--- src/rtl/rfsq_pkg.sv ---
package rfsq_pkg;
  typedef enum logic [2:0] {
    CK_NONE = 3'd0,
    CK_INT  = 3'd1,
    CK_SELF = 3'd2,
    CK_RD   = 3'd3,
    CK_WR   = 3'd4
  } cyc_kind_t;

  typedef enum logic [1:0] {
    RM_IDLE  = 2'd0,
    RM_INT   = 2'd1,
    RM_SELF  = 2'd2,
    RM_RECOV = 2'd3
  } rmode_t;

  typedef enum logic [1:0] {
    BK_EMPTY = 2'd0,
    BK_ONE   = 2'd1,
    BK_DONE  = 2'd2
  } bank_st_t;
endpackage

--- src/rtl/rfsq_cycdec.sv ---
module rfsq_cycdec
  import rfsq_pkg::*;
(
  input  logic      clk,
  input  logic      rst,
  input  logic      row_act,
  input  logic      sel,
  input  logic      wr_mode,
  input  logic      rfsh_req,
  input  logic      col_strobe,
  input  logic      wr_en,
  input  logic      blk,
  output cyc_kind_t start_kind,
  output logic      stop,
  output logic      ext_rfsh
);
  logic      ra_q;
  logic      start;
  cyc_kind_t cur_q;
  logic      col_seen_q;

  assign start = row_act & ~ra_q;
  assign stop  = ~row_act & ra_q;

  // classify the cycle opened at this edge
  always_comb begin
    if (!start || blk)                                        start_kind = CK_NONE;
    else if (rfsh_req)                                        start_kind = CK_INT;
    else if (!sel && wr_mode && !wr_en && col_strobe)         start_kind = CK_SELF;
    else if (!sel)                                            start_kind = CK_NONE;
    else if (wr_mode)                                         start_kind = CK_WR;
    else                                                      start_kind = CK_RD;
  end

  // a write cycle that never strobed a column is an addressed refresh
  assign ext_rfsh = stop && (cur_q == CK_WR) && !col_seen_q;

  always_ff @(posedge clk) begin
    if (rst) begin
      ra_q       <= 1'b0;
      cur_q      <= CK_NONE;
      col_seen_q <= 1'b0;
    end else begin
      ra_q <= row_act;
      if (start) begin
        cur_q      <= start_kind;
        col_seen_q <= col_strobe;
      end else begin
        col_seen_q <= col_seen_q | col_strobe;
      end
    end
  end
endmodule

--- src/rtl/rfsq_rowctr.sv ---
module rfsq_rowctr
  import rfsq_pkg::*;
#(
  parameter int RFSH_ROW_W = 10,
  parameter int SR_PERIOD  = 16,
  parameter int PRECHG_CYC = 4
) (
  input  logic                  clk,
  input  logic                  rst,
  input  cyc_kind_t             start_kind,
  input  logic                  stop,
  output logic                  rfsh_stb,
  output logic [RFSH_ROW_W-1:0] rfsh_row,
  output logic                  self_rfsh,
  output logic                  blk
);
  localparam int TMR_W = (SR_PERIOD > 1) ? $clog2(SR_PERIOD) : 1;
  localparam int REC_W = $clog2(PRECHG_CYC + 1);
  localparam logic [TMR_W-1:0] TMR_LAST = TMR_W'(SR_PERIOD - 1);
  localparam logic [REC_W-1:0] REC_LAST = REC_W'(PRECHG_CYC - 1);

  rmode_t                mode_q;
  logic [RFSH_ROW_W-1:0] cnt_q;
  logic [TMR_W-1:0]      tmr_q;
  logic [REC_W-1:0]      rec_q;

  assign self_rfsh = (mode_q == RM_SELF);
  assign blk       = (mode_q == RM_RECOV);

  always_ff @(posedge clk) begin
    if (rst) begin
      mode_q   <= RM_IDLE;
      cnt_q    <= '0;
      tmr_q    <= '0;
      rec_q    <= '0;
      rfsh_stb <= 1'b0;
      rfsh_row <= '0;
    end else begin
      rfsh_stb <= 1'b0;
      unique case (mode_q)
        RM_IDLE: begin
          if (start_kind == CK_INT) begin
            rfsh_stb <= 1'b1;
            rfsh_row <= cnt_q;
            mode_q   <= RM_INT;
          end else if (start_kind == CK_SELF) begin
            tmr_q  <= '0;
            mode_q <= RM_SELF;
          end
        end
        RM_INT: begin
          // counter moves on only when the refresh cycle closes
          if (stop) begin
            cnt_q  <= cnt_q + 1'b1;
            mode_q <= RM_IDLE;
          end
        end
        RM_SELF: begin
          if (stop) begin
            rec_q  <= '0;
            mode_q <= RM_RECOV;
          end else if (tmr_q == TMR_LAST) begin
            rfsh_stb <= 1'b1;
            rfsh_row <= cnt_q;
            cnt_q    <= cnt_q + 1'b1;
            tmr_q    <= '0;
          end else begin
            tmr_q <= tmr_q + 1'b1;
          end
        end
        RM_RECOV: begin
          if (rec_q == REC_LAST) mode_q <= RM_IDLE;
          else                   rec_q  <= rec_q + 1'b1;
        end
        default: mode_q <= RM_IDLE;
      endcase
    end
  end
endmodule

--- src/rtl/rfsq_init.sv ---
module rfsq_init
  import rfsq_pkg::*;
#(
  parameter int ROW_W    = 11,
  parameter int INIT_CYC = 8,
  parameter int BANK_HI  = 9,
  parameter int BANK_LO  = 2
) (
  input  logic             clk,
  input  logic             rst,
  input  cyc_kind_t        start_kind,
  input  logic [ROW_W-1:0] row_addr,
  output logic             ready
);
  localparam int NUM_BANKS = 4;
  localparam int ACT_W     = $clog2(INIT_CYC + 1);
  localparam logic [ACT_W-1:0] ACT_FULL = ACT_W'(INIT_CYC);

  logic [ACT_W-1:0]     act_q;
  logic                 act_done;
  logic                 counted;
  logic                 rd_ok;
  logic [1:0]           bank_idx;
  logic [NUM_BANKS-1:0] done_vec;

  assign act_done = (act_q == ACT_FULL);
  assign counted  = (start_kind == CK_INT) || (start_kind == CK_RD) || (start_kind == CK_WR);
  assign rd_ok    = (start_kind == CK_RD) && act_done;
  assign bank_idx = {row_addr[BANK_HI], row_addr[BANK_LO]};

  for (genvar b = 0; b < NUM_BANKS; b++) begin : g_bank
    bank_st_t         st_q;
    logic [ROW_W-1:0] first_q;
    assign done_vec[b] = (st_q == BK_DONE);
    always_ff @(posedge clk) begin
      if (rst) begin
        st_q    <= BK_EMPTY;
        first_q <= '0;
      end else if (rd_ok && (bank_idx == 2'(b))) begin
        if (st_q == BK_EMPTY) begin
          st_q    <= BK_ONE;
          first_q <= row_addr;
        end else if ((st_q == BK_ONE) && (row_addr != first_q)) begin
          st_q <= BK_DONE;
        end
      end
    end
  end

  always_ff @(posedge clk) begin
    if (rst) begin
      act_q <= '0;
      ready <= 1'b0;
    end else begin
      if (counted && !act_done) act_q <= act_q + 1'b1;
      ready <= ready | (act_done & (&done_vec));
    end
  end
endmodule

--- src/rtl/rfsq_ddl.sv ---
module rfsq_ddl #(
  parameter int WIN_CYC  = 256,
  parameter int MIN_RFSH = 4
) (
  input  logic clk,
  input  logic rst,
  input  logic stb,
  input  logic ext,
  output logic dl_err
);
  localparam int WIN_W = $clog2(WIN_CYC);
  localparam int RC_W  = $clog2(MIN_RFSH + 1);
  localparam logic [WIN_W-1:0] WIN_LAST = WIN_W'(WIN_CYC - 1);
  localparam logic [RC_W:0]    MIN_EXT  = (RC_W+1)'(MIN_RFSH);

  logic [WIN_W-1:0] win_q;
  logic [RC_W-1:0]  rc_q;
  logic [1:0]       ev;
  logic [RC_W:0]    sum;

  assign ev  = {1'b0, stb} + {1'b0, ext};
  assign sum = (RC_W+1)'(rc_q) + (RC_W+1)'(ev);

  always_ff @(posedge clk) begin
    if (rst) begin
      win_q  <= '0;
      rc_q   <= '0;
      dl_err <= 1'b0;
    end else if (win_q == WIN_LAST) begin
      dl_err <= (sum < MIN_EXT);
      rc_q   <= '0;
      win_q  <= '0;
    end else begin
      rc_q  <= (sum > MIN_EXT) ? RC_W'(MIN_RFSH) : sum[RC_W-1:0];
      win_q <= win_q + 1'b1;
    end
  end
endmodule

--- src/rtl/rfsh_seq.sv ---
module rfsh_seq
  import rfsq_pkg::*;
#(
  parameter int ROW_W      = 11,
  parameter int RFSH_ROW_W = 10,
  parameter int SR_PERIOD  = 16,
  parameter int PRECHG_CYC = 4,
  parameter int INIT_CYC   = 8,
  parameter int BANK_HI    = 9,
  parameter int BANK_LO    = 2,
  parameter int WIN_CYC    = 256,
  parameter int MIN_RFSH   = 4
) (
  input  logic                  clk,
  input  logic                  rst,
  input  logic                  row_act,
  input  logic                  sel,
  input  logic                  wr_mode,
  input  logic                  rfsh_req,
  input  logic                  col_strobe,
  input  logic                  wr_en,
  input  logic [ROW_W-1:0]      row_addr,
  output logic                  rfsh_stb,
  output logic [RFSH_ROW_W-1:0] rfsh_row,
  output logic                  self_rfsh,
  output logic                  ready,
  output logic                  dl_err
);
  cyc_kind_t start_kind;
  logic      stop;
  logic      ext_rfsh;
  logic      blk;

  rfsq_cycdec u_dec (
    .clk        (clk),
    .rst        (rst),
    .row_act    (row_act),
    .sel        (sel),
    .wr_mode    (wr_mode),
    .rfsh_req   (rfsh_req),
    .col_strobe (col_strobe),
    .wr_en      (wr_en),
    .blk        (blk),
    .start_kind (start_kind),
    .stop       (stop),
    .ext_rfsh   (ext_rfsh)
  );

  rfsq_rowctr #(
    .RFSH_ROW_W (RFSH_ROW_W),
    .SR_PERIOD  (SR_PERIOD),
    .PRECHG_CYC (PRECHG_CYC)
  ) u_ctr (
    .clk        (clk),
    .rst        (rst),
    .start_kind (start_kind),
    .stop       (stop),
    .rfsh_stb   (rfsh_stb),
    .rfsh_row   (rfsh_row),
    .self_rfsh  (self_rfsh),
    .blk        (blk)
  );

  rfsq_init #(
    .ROW_W    (ROW_W),
    .INIT_CYC (INIT_CYC),
    .BANK_HI  (BANK_HI),
    .BANK_LO  (BANK_LO)
  ) u_init (
    .clk        (clk),
    .rst        (rst),
    .start_kind (start_kind),
    .row_addr   (row_addr),
    .ready      (ready)
  );

  rfsq_ddl #(
    .WIN_CYC  (WIN_CYC),
    .MIN_RFSH (MIN_RFSH)
  ) u_ddl (
    .clk    (clk),
    .rst    (rst),
    .stb    (rfsh_stb),
    .ext    (ext_rfsh),
    .dl_err (dl_err)
  );
endmodule

--- config.mk ---
export PLATFORM = sky130hd
export DESIGN_NAME = rfsh_seq
export DESIGN_NICKNAME = d
export VERILOG_FILES = /design/src/rtl/rfsq_pkg.sv /design/src/rtl/rfsq_cycdec.sv /design/src/rtl/rfsq_rowctr.sv /design/src/rtl/rfsq_init.sv /design/src/rtl/rfsq_ddl.sv /design/src/rtl/rfsh_seq.sv
export SDC_FILE = /design/constraint.sdc
export NUM_CORES = 1
export LEC_CHECK = 0
export BUFFER_PORTS_ARGS = -buffer_cell sky130_fd_sc_hd__buf_2
export CORE_ASPECT_RATIO = 1.2
export CORE_MARGIN = 2
export CORE_UTILIZATION = 50
export CTS_CLUSTER_DIAMETER = 80
export DETAILED_ROUTE_END_ITERATION = 16
export PLACE_DENSITY = 0.65
export SLEW_MARGIN = 20
export SYNTH_ARGS = -nofsm -noshare
export SYNTH_HDL_FRONTEND = slang
export SYNTH_SLANG_ARGS = --single-unit
--- constraint.sdc ---
create_clock -name clk -period 3.9 [get_ports clk]
set_input_delay 0.39 -clock clk [delete_from_list [all_inputs] [get_ports clk]]
set_output_delay 0.39 -clock clk [all_outputs]
set_load 0.1 [all_outputs]
==> results.md <==
* Die X at 95.67 µm
* Die height at 114.0 µm
* Worst-case clock buffer depth at 2
* Initial antenna violation count at 0
* Crit Path Category: flip-flop to flip-flop
* Final Setup Violations at 0
* HPWL Detailed at 7.216 mm
* Avg Cell Area, Syn at 8.724 µm²
* Grt ovf at 0
* Relative max-transition margin at 0.4432
* Power Total at 2.138 mW
* Worst-Skew Late Latency at 0.34 ns
* # hold bufs at CTS at 0
* Minimum clock period at 2.533 ns
* Worst path slowest cell: or4_1
* Via/cell ratio at 5.953
* TritonCTS buffer count at 9
* IO Port Bufs at 32
* Leakage dissipation at 1.777 nW
* Cell-internal power at 1.649 mW
* CP delay by family, top: simple AND/OR/NAND/NOR gates
* Largest net degree at the start of global routing at 50
* Status: finished, final reports clean
* Setup TNS at 0 ns
* Max Clock Freq at 394.8 MHz
* Synth Net Count at 606
* Critical Path Sink Type: flip-flop
* Comb pwr share at 0.067
* Critical Path RT at 4.19 ns
* Slew Viols, Final at 0
* Post-CTS Setup Inserts at 0
* Via count at 4,197
* CTS tree: built
* Mapped Cells at 578
* Prevailing post-synth register cell: dfxtp_1
* Share of post-route cells with drive strength above 1 at 0.1002
* CTS Root Cell: clkbuf_16
* Post-Syn Area at 0.005042 mm²
* Number of synthesized register bits at 104
* IO Pins at 33
* FFs w/ async S/R, synth at 0
* Reg clk slew, reported paths at 0.07 ns
* Initial Util at 0.5088
* Max-cap viol count at 0
* Buffer and inverter count on the worst path at 1
* CP arrival at 2.82 ns
* EDFF count, synth at 0
* Final #Nets at 602
* Remaining antenna violation count at 0
* Tot GR Track Use at 0.2170
* Drc violations at 0
* Antenna Cells at 0
* Resized cells post-CTS at 0
* Slew @ Worst Pin at 0.8352 ns
* GPL Wtd Cong at 0.7838
* CP Max Fanout at 9
* CORE AREA at 0.009910 mm²
* CP cell instances: nand2b_1, or4_1, fa_1, inv_1, ha_1, nand2_1, o21ai_0, and4b_1
* Layout area overhead at 8.313%
* Fin crit share at 0.6494
* First-pass GRT wire length at 18.89 mm
* CP peak stage delay at 0.57 ns
* Switching power at 0.4888 mW
* Hold Path Class: input pin to flip-flop
* Peak supply drop at 0.1610 mV
* Rows at 40
* Avg WL per Cell at 16.04 µm
* Vias in the first global route at 4,018
* Synth unique cells at 52
* Final hold viol count at 0
* Die footprint at 0.01091 mm²
* Switch share at 0.2286
* RSZ-0062 raised after global routing: false
* Setup Skew at 0.006093 ns
* DRT Wirelength at 11.31 mm
* Synthesis Warnings at 0
* Clock power frac at 0.425
* Clk sinks at 104
* Drt first pass iters at 4
* Power density over the cells at 391.5 mW/mm²
* DR iter-0 viols at 222
* Worst setup SP type: flip-flop
* Sequential-to-total area share from yosys stat at 0.4129
* Sequential share of power at 0.508
* H-tree depth at 3
-- layout make-up --
cell class,instances,area (µm²)
clock buffer,13,260.3
clock inverter,3,40.04
fill,911,4448
inverter,15,56.30
multi-input combinational,407,2668
sequential,104,2082
tap,126,157.7
timing repair buffer,37,197.7
-- cells in the mapped netlist, types with 3 or more instances --
cell,number,share of area
or4_1,5,0.0074
and2_1,3,0.0037
o31ai_1,3,0.0045
ha_1,8,0.020
buf_4,5,0.0074
dfxtp_1,104,0.41
xnor2_1,48,0.083
nor2_1,24,0.018
buf_2,6,0.0060
nand4_1,15,0.019
a31oi_1,4,0.0050
nand4b_1,36,0.063
xor2_1,3,0.0052
inv_1,14,0.010
o21ai_0,58,0.058
a21oi_1,71,0.070
a22o_1,4,0.0069
mux2i_1,3,0.0060
nand3_1,18,0.018
o21a_1,4,0.0060
nor3_1,4,0.0040
and3_1,8,0.0099
nor4_1,3,0.0037
clkbuf_1,38,0.028
or3_1,16,0.020
nor3b_1,8,0.012
nor2b_1,5,0.0062
nand2_1,18,0.013
nand2b_1,6,0.0074
a211oi_1,4,0.0060
and4_1,4,0.0069
-- placed cells by master, fill, tap and decap left out, types with 4 or more instances in the layout --
cell type  netlist  layout
ha_1             8       8
a21oi_1         71      71
nor2_1          24      24
a211oi_1         4       4
o21ai_0         58      58
nand4_1         15      15
a31oi_1          4       4
and4_1           4       4
or3_1           16      16
dfxtp_1        104     104
nand4b_1        36      36
o21a_1           4       4
and3_1           8       8
nor2b_1          5       5
nand2_1         18      18
buf_2            6      32
buf_4            5       5
clkbuf_16        0       9
nand2b_1         6       6
nand3_1         18      18
or4_1            5       5
nor3_1           4       4
xnor2_1         48      48
nor3b_1          8       8
a22o_1           4       4
inv_1           14      14
-- per-layer routing --
metal / wire length, µm / share of wire / track usage / vias to the layer above
met5: 0 / 0 / 0 / -
met4: 240 / 0.021 / 0.09333 / 0
met3: 489 / 0.043 / 0.03963 / 22
met2: 5315 / 0.47 / 0.3431 / 108
met1: 5259 / 0.47 / 0.2890 / 1993
li1: - / - / - / 2074
-- kinds of logic (layout without fill, tap and decap cells) --
group,Yosys count,in the layout,synth area share
simple gates,185,185,0.2335
compound gates,159,159,0.1772
fa+ha+maj,9,9,0.02382
xor+xnor,51,51,0.08859
buf+inv,67,68,0.05806
flops,104,104,0.4129
mux,3,3,0.005956
-- final timing paths --
check	end	from	slack (ns)	depth (start not counted)
worst max register to register	u_ddl.rc_q[1]	u_dec.ra_q	1.37	8
worst min-delay path	u_dec.col_seen_q	col_strobe	0.27	3
worst min register to register	u_ctr.rec_q[2]	u_ctr.rec_q[2]	0.45	2
worst max-delay path	u_ddl.rc_q[1]	u_dec.ra_q	1.37	8
-- power by group through the flow --
stage	logic, mW	clock network (mW)	registers [mW]
after global placement	0.141	0	1.11
after CTS	0.144	0.931	1.09
after detailed placement	0.143	0	1.11
after floorplan	0.114	0	1.11
final	0.143	0.909	1.09
after global routing	0.157	0.977	1.09
-- tightest hold or removal path: cells and delay by family --
kind / cells / cell delay (ns)
AO/OA/AOI/OAI: 1 / 0.03
buffers and inverters: 1 / 0.09
AND/OR/NAND/NOR: 1 / 0.07
-- per-stage QoR --
step	area (µm²)	cells	setup WS [ns]	hold WS, ns	utilization
2_1_floorplan	5042	578	1.591	0.4269	-
3_3_place_gp	5161	689	1.300	0.4368	0.5208
3_5_place_dp	5161	689	1.195	0.4429	0.5208
4_1_cts	5461	705	1.363	0.2619	0.5511
5_1_grt	5461	705	1.149	0.2705	0.5511
6_report	5461	705	1.367	0.2668	0.5511
-- registers in the layout, indices dropped and copies added (netlist names) --
register,cells
u_ctr.cnt_q,10
u_ctr.mode_q,2
u_ctr.rec_q,3
u_ctr.rfsh_row,10
u_ctr.rfsh_stb,1
u_ctr.tmr_q,4
u_ddl.dl_err,1
u_ddl.rc_q,3
u_ddl.win_q,8
u_dec.col_seen_q,1
u_dec.cur_q,3
u_dec.ra_q,1
u_init.act_q,4
u_init.g_bank.first_q,44
u_init.g_bank.st_q,8
u_init.ready,1
Note: power is estimated with default switching activity, not from simulation.
